==> config.mk <==
export PLATFORM = sky130hd
export DESIGN_NAME = lsu_lane_unit
export DESIGN_NICKNAME = d
export VERILOG_FILES = /design/src/rtl/lsu_lane_pkg.sv /design/src/rtl/lsu_agen.sv /design/src/rtl/lsu_store_steer.sv /design/src/rtl/lsu_load_extract.sv /design/src/rtl/lsu_lane_unit.sv
export SDC_FILE = /design/constraint.sdc
export NUM_CORES = 1
export LEC_CHECK = 0
export BUFFER_PORTS_ARGS = -buffer_cell sky130_fd_sc_hd__buf_2
export CORE_AREA = 2 2 107 78
export DETAILED_ROUTE_END_ITERATION = 10
export DIE_AREA = 0 0 109 80
export HOLD_SLACK_MARGIN = 0.1
export PLACE_DENSITY_LB_ADDON = 0.1
export SYNTH_ARGS = -nofsm -noshare
export SYNTH_HDL_FRONTEND = slang
export SYNTH_SLANG_ARGS = --single-unit
==> constraint.sdc <==
create_clock -name clk -period 3.51 [get_ports clk]
set_clock_uncertainty 0.15 [all_clocks]
set_input_delay 0.351 -clock clk [delete_from_list [all_inputs] [get_ports clk]]
set_output_delay 0.351 -clock clk [all_outputs]
set_load 0.03 [all_outputs]
==> src/rtl/lsu_lane_pkg.sv <==
package lsu_lane_pkg;
  typedef enum logic [1:0] {
    SZ_BYTE = 2'b00,
    SZ_HALF = 2'b01,
    SZ_WORD = 2'b10,
    SZ_RSVD = 2'b11
  } acc_size_e;
endpackage

==> src/rtl/lsu_agen.sv <==
module lsu_agen #(
  parameter int ADDR_W    = 32,
  parameter int OFF_W     = 16,
  parameter int LANE_BITS = 2
) (
  input  logic [ADDR_W-1:0]     base,
  input  logic [OFF_W-1:0]      offset,
  input  lsu_lane_pkg::acc_size_e size,
  output logic [ADDR_W-1:0]     eff_addr,
  output logic                  misaligned
);
  import lsu_lane_pkg::*;

  assign eff_addr = base + {{(ADDR_W-OFF_W){offset[OFF_W-1]}}, offset};

  always_comb begin
    unique case (size)
      SZ_BYTE: misaligned = 1'b0;
      SZ_HALF: misaligned = eff_addr[0];
      default: misaligned = |eff_addr[LANE_BITS-1:0];
    endcase
  end
endmodule

==> src/rtl/lsu_store_steer.sv <==
module lsu_store_steer #(
  parameter int DATA_W = 32,
  localparam int LANES = DATA_W / 8,
  localparam int LB    = $clog2(LANES)
) (
  input  lsu_lane_pkg::acc_size_e size,
  input  logic [LB-1:0]         lane_off,
  input  logic [DATA_W-1:0]     wdata_in,
  output logic [LANES-1:0]      be,
  output logic [DATA_W-1:0]     wdata
);
  import lsu_lane_pkg::*;

  for (genvar i = 0; i < LANES; i++) begin : g_lane
    localparam logic [LB-1:0] OFFV = LB'(LANES - 1 - i);
    always_comb begin
      unique case (size)
        SZ_BYTE: begin
          be[i]           = (lane_off == OFFV);
          wdata[8*i +: 8] = wdata_in[7:0];
        end
        SZ_HALF: begin
          be[i]           = (lane_off[LB-1:1] == OFFV[LB-1:1]);
          wdata[8*i +: 8] = (i % 2 == 1) ? wdata_in[15:8] : wdata_in[7:0];
        end
        default: begin
          be[i]           = 1'b1;
          wdata[8*i +: 8] = wdata_in[8*i +: 8];
        end
      endcase
    end
  end
endmodule

==> src/rtl/lsu_load_extract.sv <==
module lsu_load_extract #(
  parameter int DATA_W = 32,
  localparam int LANES = DATA_W / 8,
  localparam int LB    = $clog2(LANES)
) (
  input  lsu_lane_pkg::acc_size_e size,
  input  logic [LB-1:0]         lane_off,
  input  logic                  is_unsigned,
  input  logic                  force_zero,
  input  logic [DATA_W-1:0]     rdata,
  output logic [DATA_W-1:0]     data
);
  import lsu_lane_pkg::*;

  logic [7:0]  byte_v;
  logic [15:0] half_v;

  always_comb begin
    byte_v = '0;
    for (int i = 0; i < LANES; i++)
      if (lane_off == LB'(LANES - 1 - i)) byte_v = rdata[8*i +: 8];
  end

  always_comb begin
    half_v = '0;
    for (int j = 0; j < LANES/2; j++)
      if (lane_off[LB-1:1] == (LB-1)'((LANES - 2 - 2*j) / 2)) half_v = rdata[16*j +: 16];
  end

  always_comb begin
    if (force_zero) data = '0;
    else begin
      unique case (size)
        SZ_BYTE: data = {{(DATA_W-8){byte_v[7] & ~is_unsigned}}, byte_v};
        SZ_HALF: data = {{(DATA_W-16){half_v[15] & ~is_unsigned}}, half_v};
        default: data = rdata;
      endcase
    end
  end
endmodule

==> src/rtl/lsu_lane_unit.sv <==
module lsu_lane_unit #(
  parameter int DATA_W = 32,
  parameter int ADDR_W = 32,
  parameter int OFF_W  = 16,
  localparam int LANES = DATA_W / 8,
  localparam int LB    = $clog2(LANES)
) (
  input  logic               clk,
  input  logic               rst,
  input  logic               req_valid,
  input  logic               req_store,
  input  logic [1:0]         req_size,
  input  logic               req_unsigned,
  input  logic [ADDR_W-1:0]  req_base,
  input  logic [OFF_W-1:0]   req_offset,
  input  logic [DATA_W-1:0]  req_wdata,
  output logic               mem_en,
  output logic               mem_we,
  output logic [ADDR_W-LB-1:0] mem_addr,
  output logic [LANES-1:0]   mem_be,
  output logic [DATA_W-1:0]  mem_wdata,
  input  logic [DATA_W-1:0]  mem_rdata,
  output logic               load_valid,
  output logic [DATA_W-1:0]  load_data,
  output logic               misalign
);
  import lsu_lane_pkg::*;

  acc_size_e         size_in;
  logic [ADDR_W-1:0] eff_addr;
  logic              mis_now;
  logic [LANES-1:0]  steer_be;

  acc_size_e         size_q;
  logic [LB-1:0]     off_q;
  logic              uns_q;
  logic              ld_valid_q;
  logic              mis_q;

  assign size_in = acc_size_e'(req_size);

  lsu_agen #(.ADDR_W(ADDR_W), .OFF_W(OFF_W), .LANE_BITS(LB)) u_agen (
    .base(req_base), .offset(req_offset), .size(size_in),
    .eff_addr(eff_addr), .misaligned(mis_now)
  );

  lsu_store_steer #(.DATA_W(DATA_W)) u_steer (
    .size(size_in), .lane_off(eff_addr[LB-1:0]), .wdata_in(req_wdata),
    .be(steer_be), .wdata(mem_wdata)
  );

  assign mem_en   = req_valid & ~mis_now;
  assign mem_we   = mem_en & req_store;
  assign mem_be   = steer_be & {LANES{mem_we}};
  assign mem_addr = eff_addr[ADDR_W-1:LB];

  always_ff @(posedge clk) begin
    if (rst) begin
      ld_valid_q <= 1'b0;
      mis_q      <= 1'b0;
      size_q     <= SZ_WORD;
      off_q      <= '0;
      uns_q      <= 1'b0;
    end else begin
      ld_valid_q <= req_valid & ~req_store;
      mis_q      <= req_valid & mis_now;
      if (req_valid & ~req_store) begin
        size_q <= size_in;
        off_q  <= eff_addr[LB-1:0];
        uns_q  <= req_unsigned;
      end
    end
  end

  lsu_load_extract #(.DATA_W(DATA_W)) u_extract (
    .size(size_q), .lane_off(off_q), .is_unsigned(uns_q),
    .force_zero(mis_q | ~ld_valid_q), .rdata(mem_rdata), .data(load_data)
  );

  assign load_valid = ld_valid_q;
  assign misalign   = mis_q;
endmodule

After elaboration in Yosys (flattened, before gate mapping)
Index checks and enable logic that the tools add are counted.
Widths: inputs -> output; s select.
{"block": "classes", "eq_ne": 8, "bitwise": 13, "muxes": 15, "reduce_logical": 6, "add_sub_neg": 1}
{"operator": "$pmux 32 s2", "count": 1}
{"operator": "$mux 8", "count": 6}
{"operator": "$add 32x32->32", "count": 1}
{"operator": "$mux 32", "count": 1}
{"operator": "$mux 16", "count": 1}
{"operator": "$pmux 8 s2", "count": 1}
{"operator": "$pmux 1 s2", "count": 5}
{"operator": "$eq 2x1->1 const B", "count": 4}
{"operator": "$eq 2x2->1 const B", "count": 4}
{"operator": "$logic_not 2->1", "count": 4}
{"operator": "$and 1x1->1", "count": 6}
{"operator": "$not 1->1", "count": 5}
{"operator": "$and 4x4->4", "count": 1}
{"operator": "$reduce_or 2->1", "count": 2}
{"operator": "$or 1x1->1", "count": 1}
{"block": "word_totals", "in_bits": 119, "out_inout_bits": 102, "elab_cells": 48, "register_bits": 7}

Longest topological paths before layout
{"block": "logic_depth", "depth_word": 8, "mapped_depth": 11}

By module
Synthesis repeated with hierarchy kept, for this count alone.
{"block": "hier_totals", "cells_unflattened": 475, "hier_area_um2": 3562.2}
{"module": "lsu_agen", "area_each_um2": 1756.7, "n_inst": 1, "cells_each": 244, "seq_area_each_um2": 0.0}
{"module": "lsu_load_extract", "area_each_um2": 945.9, "n_inst": 1, "cells_each": 137, "seq_area_each_um2": 0.0}
{"module": "lsu_store_steer", "area_each_um2": 531.8, "n_inst": 1, "cells_each": 60, "seq_area_each_um2": 0.0}
{"module": "lsu_lane_unit", "area_each_um2": 327.8, "n_inst": 1, "cells_each": 34, "seq_area_each_um2": 140.1}

Least setup slack after synthesis
No wires, ideal clock.
{"block": "synth_path", "path_type": "input to output", "start": "input req_base[0]", "end": "output mem_addr[24]", "path_stages": 11, "slack_ns": 0.513, "n_path_buf": 1, "t_arrival_ns": 2.496, "cell_sequence": "ha_1 > inv_1 > fa_1 > and2b_1 > o31ai_2 > a31o_1 > a22o_2 > o31a_1 > o21bai_2 > xor2_1 > buf_4"}
{"block": "synth_between", "elab_chain_cells": 1}
{"element": "start, declared", "line": "lsu_lane_unit.sv:14", "source": "input logic [ADDR_W-1:0] req_base,"}
{"element": "$add 32x32->32", "line": "lsu_agen.sv:14", "source": "assign eff_addr = base + {{(ADDR_W-OFF_W){offset[OFF_W-1]}}, offset};"}
{"element": "end, declared", "line": "lsu_lane_unit.sv:19", "source": "output logic [ADDR_W-LB-1:0] mem_addr,"}
No other way between the ends.

Worst setup path in the final report
Ends and elaborated chain as after synthesis.

==> flow_summary_export.csv <==
group,metric,value,unit
clock_tree,cts_max_level,1,
route,postRouteAntennaNets,0,
worst_setup_path,r2r-start,"size_q[1]",
logic_synthesis,async_flop_share,0,
clock_tree,cts_setup_buffers,0,
route,vias,4016,
route,wl,10.6,mm
finish,diodes,0,
logic_synthesis,synth_flop_cell,"dfxtp_1",
logic_synthesis,synth_mux_area_frac,0.0977,
logic_synthesis,syn_nets,649,
logic_synthesis,yosysWarnings,0,
worst_setup_path,worstPathMaxFanout,3,
worst_setup_path,r2r_end,"size_q[1]",
worst_setup_path,crit_start,"req_base[0]",
power_and_ir_drop,intPower,0.495,mW
finish,final_common_cell,"buf_2",
finish,nets,814,
floorplanning,dieArea,0.00872,mm2
worst_setup_path,r2r_slack,2220,ps
power_and_ir_drop,leakagePower,2.27,nW
clock_tree,clkLatencyLatePin,220,ps
hold_path,hp-start,"req_unsigned",
power_and_ir_drop,p_clk_frac,0.098,
worst_setup_path,worst_setup_path_end_kind,"output port",
clock_tree,cts_root_buffer,"clkbuf_8",
clock_tree,cts_resized,0,
route,drc,0,
logic_synthesis,synth-simple-area-share,0.193,
floorplanning,initial_utilization,0.431,
global_route,grt_pass1_wl,16.5,mm
logic_synthesis,synth_compound_area_frac,0.313,
power_and_ir_drop,p_per_area,270,mW/mm2
finish,drive_gt1_frac,0.390,
worst_setup_path,start_kind,"input pin",
power_and_ir_drop,p_seq_frac,0.078,
floorplanning,num_io_pins,221,
sta,finalCriticalPeriod,3290,ps
global_route,grt_usage,0.229,
clock_tree,cts_tree,"done",
route,routedWlPerCell,14.0,um
global_route,grt_pass1_vias,3588,
clock_tree,clock_sinks,7,
floorplanning,die-height,80,um
power_and_ir_drop,power.switching,0.644,mW
worst_setup_path,cp.required,3010,ps
floorplanning,die_w,109,um
sta,post-route-period-util,0.938,
logic_synthesis,synth_top_family_by_area,"compound AO/OA/AOI/OAI gates",
logic_synthesis,synthAdderAreaFrac,0.123,
floorplanning,core_region_area,0.00767,mm2
floorplanning,num_rows,27,
place,place_area,0.00418,mm2
job,max_cap_viol_count,0,
sta,tightest_slew,907,ps
route,routed_via_density,5.26,
global_route,grt_start_max_net_pins,38,
hold_path,hold_path_end,"uns_q",
worst_setup_path,crit_arrival,2790,ps
logic_synthesis,synthXorXnorAreaFrac,0.0821,
power_and_ir_drop,total_power,1.14,mW
place,dp_hpwl,8.92,mm
logic_synthesis,syn_inst,498,
logic_synthesis,yosysSeqAreaShare,0.0424,
worst_setup_path,r2r_cells,3,
logic_synthesis,synth_seq_cells,7,
clock_tree,clkTransAtPathRegs,40,ps
finish,final_core_util,0.550,
sta,grt_setup_unrepaired,"no",
global_route,grt_overflow,0,
logic_synthesis,synth_area_per_cell,6.64,um2
finish,syn2layout_area_growth,27.7,%
route,drt_iter0_drc,205,
sta,hold_violations,0,
route,firstDrtPassIters,4,
sta,max_freq,304,MHz
hold_path,holdPathStages,3,
sta,setup_viol,0,
finish,final_cell_mix,"buf_2, a21oi_1, nor2_1",
worst_setup_path,critical_path_class,"input pin to output port",
logic_synthesis,synth-edff-count,0,
sta,timing.setup.tns,0,ps
place,place_congestion,0.895,
power_and_ir_drop,p_comb_frac,0.824,
status,status,"complete, no violations",
place,io_buffers,220,
finish,fin_area,0.00422,mm2
logic_synthesis,ys_types,56,
logic_synthesis,syn_area,0.00331,mm2
sta,final-max-slew-violation-count,0,
power_and_ir_drop,netSwitchingFraction,0.565,
hold_path,hold_class,"input pin to register",
clock_tree,numCtsBuffers,3,
clock_tree,clockBufferDepth,2,
sta,timing.slew.headroom,0.393,
power_and_ir_drop,irDropWorstVdd,0.149,mV
clock_tree,hold_buffers,0,
global_route,antenna_found_initial,0,
cells by family (layout without fill, tap and decap cells):
family                     count (synthesis)  after routing
xor gates and xnor gates                  31             31
adders and majority gates                 32             32
buffers and inverters                     91            255
AOI/OAI and AO/OA                        168            168
muxes                                     30             30
DFF                                        7              7
and+or+nand+nor                          139            139
worst max-delay path, stage by stage:
cell      delay [ps]
buf_2             90
ha_1             180
inv_1             60
fa_1             390
and2b_1          250
o31ai_2           70
a31o_1           240
a22o_2           240
o31a_1           390
o21bai_2         170
xor2_1           140
buf_2            210
per-layer routing:
layer	global-route usage	wire, um	up-vias
li1	-	-	2056
met1	0.305	4860	1790
met2	0.387	4850	160
met3	0.0359	821	10
met4	0.0513	115	0
met5	0	0	-
through the flow:
stage | cells | hold slack, ps | worst slack, ps
after floorplan | 498 | 273 | 513
after global placement | 759 | 377 | 224
after detailed placement | 759 | 395 | 216
after CTS | 763 | 206 | 215
after global routing | 763 | 231 | 22.0
final | 763 | 211 | 216
Yosys cell counts, types with 2 or more instances:
cell type / n / area (um2)
nor2_1: 50 / 188
or2_2: 2 / 12.5
o21a_1: 8 / 60.1
dfxtp_1: 7 / 140
o211ai_1: 4 / 30.0
o21bai_2: 2 / 22.5
clkbuf_1: 19 / 71.3
buf_2: 5 / 25.0
nor3b_1: 2 / 15.0
o21bai_1: 6 / 45.0
nand2_1: 47 / 176
a21oi_1: 77 / 385
nor3_1: 5 / 25.0
mux2_2: 18 / 203
a21o_1: 14 / 105
o31a_1: 2 / 17.5
a211oi_1: 4 / 30.0
nand2b_1: 3 / 18.8
xor2_1: 14 / 123
o221ai_1: 2 / 17.5
nand4_1: 7 / 43.8
mux2i_1: 12 / 120
xnor2_1: 17 / 149
nor2b_1: 7 / 43.8
o21ai_1: 2 / 10.0
nand3b_1: 2 / 15.0
buf_4: 38 / 285
ha_1: 31 / 388
o21ai_0: 21 / 105
a31oi_1: 12 / 75.1
inv_1: 26 / 97.6
nand3_1: 7 / 35.0
buf_1: 2 / 7.51
flip-flops by register name (all words and copies together), names as in the netlist:
name	flops
load_valid	1
uns_q	1
misalign	1
off_q	2
size_q	2
area by class of cell:
type                            count  area (um2)
Timing Repair Buffer              225        1140
Sequential cell                     7         140
Inverter                           26        97.6
Fill cell                         807        3450
Tap cell                          101         126
Clock buffer                        4        45.0
Multi-Input combinational cell    400        2670
worst max path at each step:
stage | end | slack [ps] | depth (start not counted)
global placement | mem_addr[28] | 220 | 12
CTS | mem_addr[28] | 220 | 12
detailed placement | mem_addr[28] | 220 | 12
finish | mem_addr[24] | 220 | 12
global route | mem_addr[26] | 20 | 12
floorplan | mem_addr[24] | 510 | 11
power by group through the flow:
stage	clock [mW]	sequential, mW	combinational [mW]
floorplan	0	0.0920	0.773
global placement	0	0.0906	0.926
detailed placement	0	0.0905	0.934
CTS	0.117	0.0892	0.938
global route	0.122	0.0898	1.02
finish	0.111	0.0894	0.938
(Power assumes the default switching activity.)
